$ cat src/rtl/ifc_pkg.sv
package ifc_pkg;
  localparam int DW    = 8;
  localparam int N_SRC = 3;

  // bit position of each event source in the flag byte
  function automatic int src_pos(input int idx);
    case (idx)
      0:       return 2;
      1:       return 5;
      default: return 6;
    endcase
  endfunction

  // turn a per-source selection into a byte-position mask
  function automatic logic [DW-1:0] src_mask(input logic [N_SRC-1:0] sel);
    logic [DW-1:0] m;
    m = '0;
    for (int i = 0; i < N_SRC; i++)
      if (sel[i]) m[src_pos(i)] = 1'b1;
    return m;
  endfunction
endpackage

$ cat src/rtl/ifc_flag_bank.sv
module ifc_flag_bank
  import ifc_pkg::*;
#(
  parameter int W    = DW,
  parameter int NSRC = N_SRC
) (
  input  logic            clk,
  input  logic            rst_n,
  input  logic [NSRC-1:0] set_src,
  input  logic [NSRC-1:0] rdclr_src,
  input  logic            host_clr,
  input  logic [W-1:0]    host_data,
  output logic [W-1:0]    flag_vec
);
  logic [NSRC-1:0] fq;

  for (genvar g = 0; g < NSRC; g++) begin : g_src
    localparam int POS = src_pos(g);
    logic drop;
    assign drop = rdclr_src[g] | (host_clr & host_data[POS]);
    always_ff @(posedge clk) begin
      if (!rst_n)          fq[g] <= 1'b0;
      else if (set_src[g]) fq[g] <= 1'b1;   // set has priority over any clear
      else if (drop)       fq[g] <= 1'b0;
    end
  end

  always_comb begin
    flag_vec = '0;
    for (int i = 0; i < NSRC; i++)
      flag_vec[src_pos(i)] = fq[i];
  end
endmodule

$ cat src/rtl/ifc_enable_reg.sv
module ifc_enable_reg #(
  parameter int W = 8
) (
  input  logic         clk,
  input  logic         rst_n,
  input  logic         wr,
  input  logic [W-1:0] data,
  output logic [W-2:0] en_vec
);
  localparam int DIR = W - 1;

  always_ff @(posedge clk) begin
    if (!rst_n)       en_vec <= '0;
    else if (wr) begin
      if (data[DIR])  en_vec <= en_vec | data[DIR-1:0];
      else            en_vec <= en_vec & ~data[DIR-1:0];
    end
  end
endmodule

$ cat src/rtl/ifc_irq_out.sv
module ifc_irq_out #(
  parameter int W = 8
) (
  input  logic         clk,
  input  logic         rst_n,
  input  logic [W-1:0] flag_vec,
  input  logic [W-2:0] en_vec,
  input  logic [W-1:0] irq_mask,
  output logic         pend_any,
  output logic         irq
);
  logic [W-1:0] live;

  assign live     = flag_vec & {1'b0, en_vec};
  assign pend_any = |live;

  always_ff @(posedge clk) begin
    if (!rst_n) irq <= 1'b0;
    else        irq <= |(live & irq_mask);
  end
endmodule

$ cat src/rtl/ifc_ctrl.sv
module ifc_ctrl
  import ifc_pkg::*;
#(
  parameter logic [N_SRC-1:0] IRQ_SRC = 3'b101  // shift and timer 1 drive irq
) (
  input  logic             clk,
  input  logic             rst_n,
  input  logic [N_SRC-1:0] set_src,
  input  logic [N_SRC-1:0] rdclr_src,
  input  logic             wr_en,
  input  logic             wr_sel,
  input  logic [DW-1:0]    wr_data,
  input  logic             rd_sel,
  output logic [DW-1:0]    rd_data,
  output logic             irq
);
  localparam logic [DW-1:0] IRQ_MASK = src_mask(IRQ_SRC);

  logic [DW-1:0] flag_vec;
  logic [DW-2:0] en_vec;
  logic          pend_any;

  ifc_flag_bank #(.W(DW), .NSRC(N_SRC)) u_flags (
    .clk       (clk),
    .rst_n     (rst_n),
    .set_src   (set_src),
    .rdclr_src (rdclr_src),
    .host_clr  (wr_en & ~wr_sel),
    .host_data (wr_data),
    .flag_vec  (flag_vec)
  );

  ifc_enable_reg #(.W(DW)) u_en (
    .clk    (clk),
    .rst_n  (rst_n),
    .wr     (wr_en & wr_sel),
    .data   (wr_data),
    .en_vec (en_vec)
  );

  ifc_irq_out #(.W(DW)) u_irq (
    .clk      (clk),
    .rst_n    (rst_n),
    .flag_vec (flag_vec),
    .en_vec   (en_vec),
    .irq_mask (IRQ_MASK),
    .pend_any (pend_any),
    .irq      (irq)
  );

  assign rd_data = rd_sel ? {1'b1, en_vec} : {pend_any, flag_vec[DW-2:0]};
endmodule

$ cat config.mk
export PLATFORM = sky130hd
export DESIGN_NAME = ifc_ctrl
export DESIGN_NICKNAME = d
export VERILOG_FILES = /design/src/rtl/ifc_pkg.sv /design/src/rtl/ifc_flag_bank.sv /design/src/rtl/ifc_enable_reg.sv /design/src/rtl/ifc_irq_out.sv /design/src/rtl/ifc_ctrl.sv
export SDC_FILE = /design/constraint.sdc
export NUM_CORES = 1
export LEC_CHECK = 0
export BUFFER_PORTS_ARGS = -buffer_cell sky130_fd_sc_hd__buf_4
export CORE_UTILIZATION = 42
export DETAILED_ROUTE_END_ITERATION = 7
export PLACE_DENSITY_LB_ADDON = 0.3
export SYNTH_ARGS = -nofsm -noshare
export SYNTH_HDL_FRONTEND = slang
export SYNTH_SLANG_ARGS = --single-unit
$ cat constraint.sdc
create_clock -name clk -period 0.8 [get_ports clk]
set_input_delay 0.04 -clock clk [delete_from_list [all_inputs] [get_ports clk]]
set_output_delay 0.04 -clock clk [all_outputs]
set_load 0.01 [all_outputs]
Yosys cells after proc, flatten, opt, wreduce, memory -nomap -nowiden --
Index checks and enable logic that the tools add are counted.
Storage, ports and cells: flip-flop bits (word level) 11, output and inout port bits 9
Cells by class: mux-type cells 8, bitwise logic cells 13, reductions and logical operators 5
Operators with widths (number):
- $and A7 B7 Y7 | 2
- $mux W8 | 1
- $reduce_or A8 Y1 | 1
- $mux W7 | 1
- $not A7 Y7 | 1
- $or A7 B7 Y7 | 1
- $mux W1 | 6
- $reduce_bool A2 Y1 | 3
- $and A1 B1 Y1 | 5
- $or A1 B1 Y1 | 3
- $reduce_or A2 Y1 | 1
- $not A1 Y1 | 1

Logic depth before layout (Yosys ltp) --
word-level depth 6, mapped depth 3, depth with buffers taken out 2

Hierarchy --
From an unflattened synthesis, not the netlist that was laid out.
Second synthesis, totals: cells, all modules 76, area total of the unflattened synthesis 683.2 µm²
Modules (own cells, without submodules):
- ifc_enable_reg | times used 1, cells each 30, area an instance 274.0 µm², sequential area each 140.1 µm²
- ifc_flag_bank | times used 1, cells each 18, area an instance 162.7 µm², sequential area each 60.1 µm²
- ifc_ctrl | times used 1, cells each 13, area an instance 142.6 µm², sequential area each 0.0 µm²
- ifc_irq_out | times used 1, cells each 15, area an instance 103.8 µm², sequential area each 20.0 µm²

Worst setup path after synthesis --
No wires, ideal clock.
path kind register -> register, start register, netlist name u_flags.flag_vec[2], end register u_flags.fq[0] (netlist: u_flags.flag_vec[2]), setup time 0.119 ns, arrival time 0.653 ns, required time 0.681 ns, slack 0.028 ns, cell stages (with the launch flop) 3, path buffers 0, period minus slack after synthesis 0.772 ns, cell sequence dfxtp_1 nor2b_1 o221a_2
RTL lines:
- end signal, assigned by index | RTL line ifc_flag_bank.sv:22 | if (!rst_n) fq[g] <= 1'b0;
- end signal, assigned by index | RTL line ifc_flag_bank.sv:23 | else if (set_src[g]) fq[g] <= 1'b1;
- end signal, assigned by index | RTL line ifc_flag_bank.sv:24 | else if (drop) fq[g] <= 1'b0;
- end, declared | RTL line ifc_flag_bank.sv:15 | logic [NSRC-1:0] fq;

Worst setup path in the final report --
start register u_flags.fq[2] (netlist: u_flags.flag_vec[6]), end output port rd_data[6]
Between the ends: cells in the longest elaborated chain, start to end 1
Ends and longest elaborated chain:
- $mux W8 | RTL line ifc_ctrl.sv:51 | assign rd_data = rd_sel ? {1'b1, en_vec} : {pend_any, flag_vec[DW-2:0]};
- end, declared | RTL line ifc_ctrl.sv:14 | output logic [DW-1:0] rd_data,
No other way between the ends.

==> qor.csv <==
metric;value;unit
Max-slew headroom;84.31;%
number of global-route vias before repair;454;
final worst-path setup slack;-223.0;ps
port bufs;27;
Clk Tree Root Cell;clkbuf_4;
DRC violations left;0;
warnings from Yosys;0;
pwr/cell area;1413;mW/mm²
share of layout cells above drive strength 1;62.35;%
Mapped Avg Cell Area;9.535;µm²
number of sinks driven by the clock tree;11;
clock latency on the worst-skew pair;260;ps
global route total overflow;0;
Post-Route WL;1233;µm
net count of the finished layout;105;
Max H-tree Level;1;
critical path capture point type;output port;
CTS tree;built;
maximum clock frequency;0.9776;GHz
placement-stage worst setup slack;-3.989;ps
Clock Tree Buf Depth;2;
Worst VDD drop;0.0009380;V
startpoint types;flip-flop;
critical setup path kind;flip-flop to output port;
setup repair after global routing missed its margin;true;
portion of the post-synthesis area used by sequential elements;39.82;%
global router's overall resource usage;19.66;%
outcome;finished with violations;
Pins Over Slew Limit;0;
pin count of the biggest net entering global routing;13;
number of placement rows;12;
first-pass GRT wire length;1890;µm
Antenna Violating Nets Remaining;0;
number of buffers inserted to repair setup after CTS;0;
synthesis-to-finish area growth;54.53;%
Antenna Diode Count;0;
CP required;760;ps
initial standard-cell utilization of the core;47.22;%
arrival time worst endpoint;980;ps
number of buffers created by CTS;3;
Detail Placement HPWL;892.6;µm
height of the die;38.29;µm
Slew @ Worst Pin;234.8;ps
total chip power;1.207;mW
Die ar.;0.001466;mm²
setup violators final;11;
violated checks;negative setup slack;
mean number of vias per cell;5.071;
initial antenna violation count;0;
WHS;63.33;ps
total iterations of the first detailed-routing run;2;
cell count after synthesis;58;
number of flip-flops and latches in the synthesized netlist;11;
number of primary I/O pins;28;
Clk pin slew, worst setup/hold paths;70;ps
post-synthesis instance area;553.0;µm²
share of the cycle needed by the critical path after routing;127.9;%
WL/cell;12.45;µm
crit path max fanout;3;
number of DRC markers in iteration 0;6;
Fin. Hold Viols;0;
core area;0.001171;mm²
shortest clock period the worst path allows after layout;1023;ps
total vias in the final route;502;
width of the chip;38.29;µm
post-synthesis net count;77;
min-delay worst type;input port to flip-flop;
GP Congestion;0.6927;
worst clock skew;3.120;ps
Pleak;0.4162;nW
max-capacitance violation count;0;
number of different library cells in the post-synthesis netlist;18;
==> per-stage QoR <==
| step | instances | cell area, µm² | util, % | TNS (ps) |
|---|---|---|---|---|
| after floorplan | 58 | 553.0 | - | 0 |
| after global placement | 95 | 744.5 | 63.57 | 0 |
| after detailed placement | 95 | 744.5 | 63.57 | -4.508 |
| after CTS | 99 | 838.3 | 71.58 | -1158 |
| after global routing | 99 | 854.6 | 72.97 | -1475 |
| final | 99 | 854.6 | 72.97 | -1122 |
==> timing repair <==
action / in CTS / in global routing
cloned: 0 / 0
endpoints found under the setup margin: 10 / 11
resized for setup: 25 / 5
hold buffers: 0 / 0
pin swaps: 0 / 1
==> worst paths after layout <==
check	cells after the start	to	startpoint	slack (ps)
min reg2reg	2	flip-flop	flip-flop	460
max	2	rd_data[6]	u_flags.flag_vec[6]	-220
min	2	u_flags.flag_vec[5]	set_src[1]	60
max reg2reg	2	u_flags.flag_vec[2]	u_flags.flag_vec[2]	-20
==> power by group <==
group	internal, mW	switching, mW	leakage (nW)
Combinational	0.154	0.0943	0.307
Clock	0.192	0.174	0.0150
Sequential	0.575	0.0169	0.0940
==> critical path, cell delays in order, from the launching register on <==
cell and delay [ps]:
dfxtp_2 340, mux2_4 270, buf_6 120
==> layer usage <==
metal  track usage [%]  share of wire (%)  vias up
li1                  -                  -      256
met5                 0                  0        -
met2             33.05                 48       17
met4             8.036               0.89        0
met1             22.99                 46      227
met3             5.814                5.6        2
==> synth_stat cells <==
library cell,number,area share (%)
clkbuf_2,1,0.90
nand2_1,9,6.1
nand2b_1,1,1.1
nand2b_4,1,2.5
dfxtp_1,11,40
mux2_2,3,6.1
buf_2,1,0.90
mux2i_1,7,13
buf_6,1,2.0
o221a_2,2,4.1
or2b_1,2,2.7
and2_1,4,4.5
buf_4,1,1.4
a21oi_1,1,0.90
nand3_1,7,6.3
a22oi_1,1,1.4
nor2b_1,4,4.5
o221a_1,1,2.0
==> area by class of cell <==
type / count / area (µm²)
fillers: 104 / 316.6
clock buffers: 4 / 26.28
flip-flops and latches: 11 / 232.7
multi-input cells: 43 / 345.3
well taps: 14 / 17.52
repair buffers: 27 / 232.7
==> cells by family (layout without fill, tap and decap cells) <==
logic type	count (synthesis)	after routing	synth area share (%)
multiplexers	10	10	18.78
AO/OA/AOI/OAI	5	5	8.370
AND/OR/NAND/NOR	28	28	27.82
flip-flops	11	11	39.82
buffers and inverters	4	31	5.202
==> cell usage in the layout (no fill, tap or decap), drive strengths merged <==
| master | synthesis | layout |
|---|---|---|
| or2b | 2 | 2 |
| a21oi | 1 | 1 |
| a22oi | 1 | 1 |
| mux2i | 7 | 7 |
| nand2 | 9 | 9 |
| mux2 | 3 | 3 |
| buf | 3 | 27 |
| dfxtp | 11 | 11 |
| nor2b | 4 | 4 |
| nand3 | 7 | 7 |
| o221a | 3 | 3 |
| clkbuf | 1 | 4 |
| and2 | 4 | 4 |
| nand2b | 2 | 2 |
No activity file was read; power rests on OpenSTA's default activity.
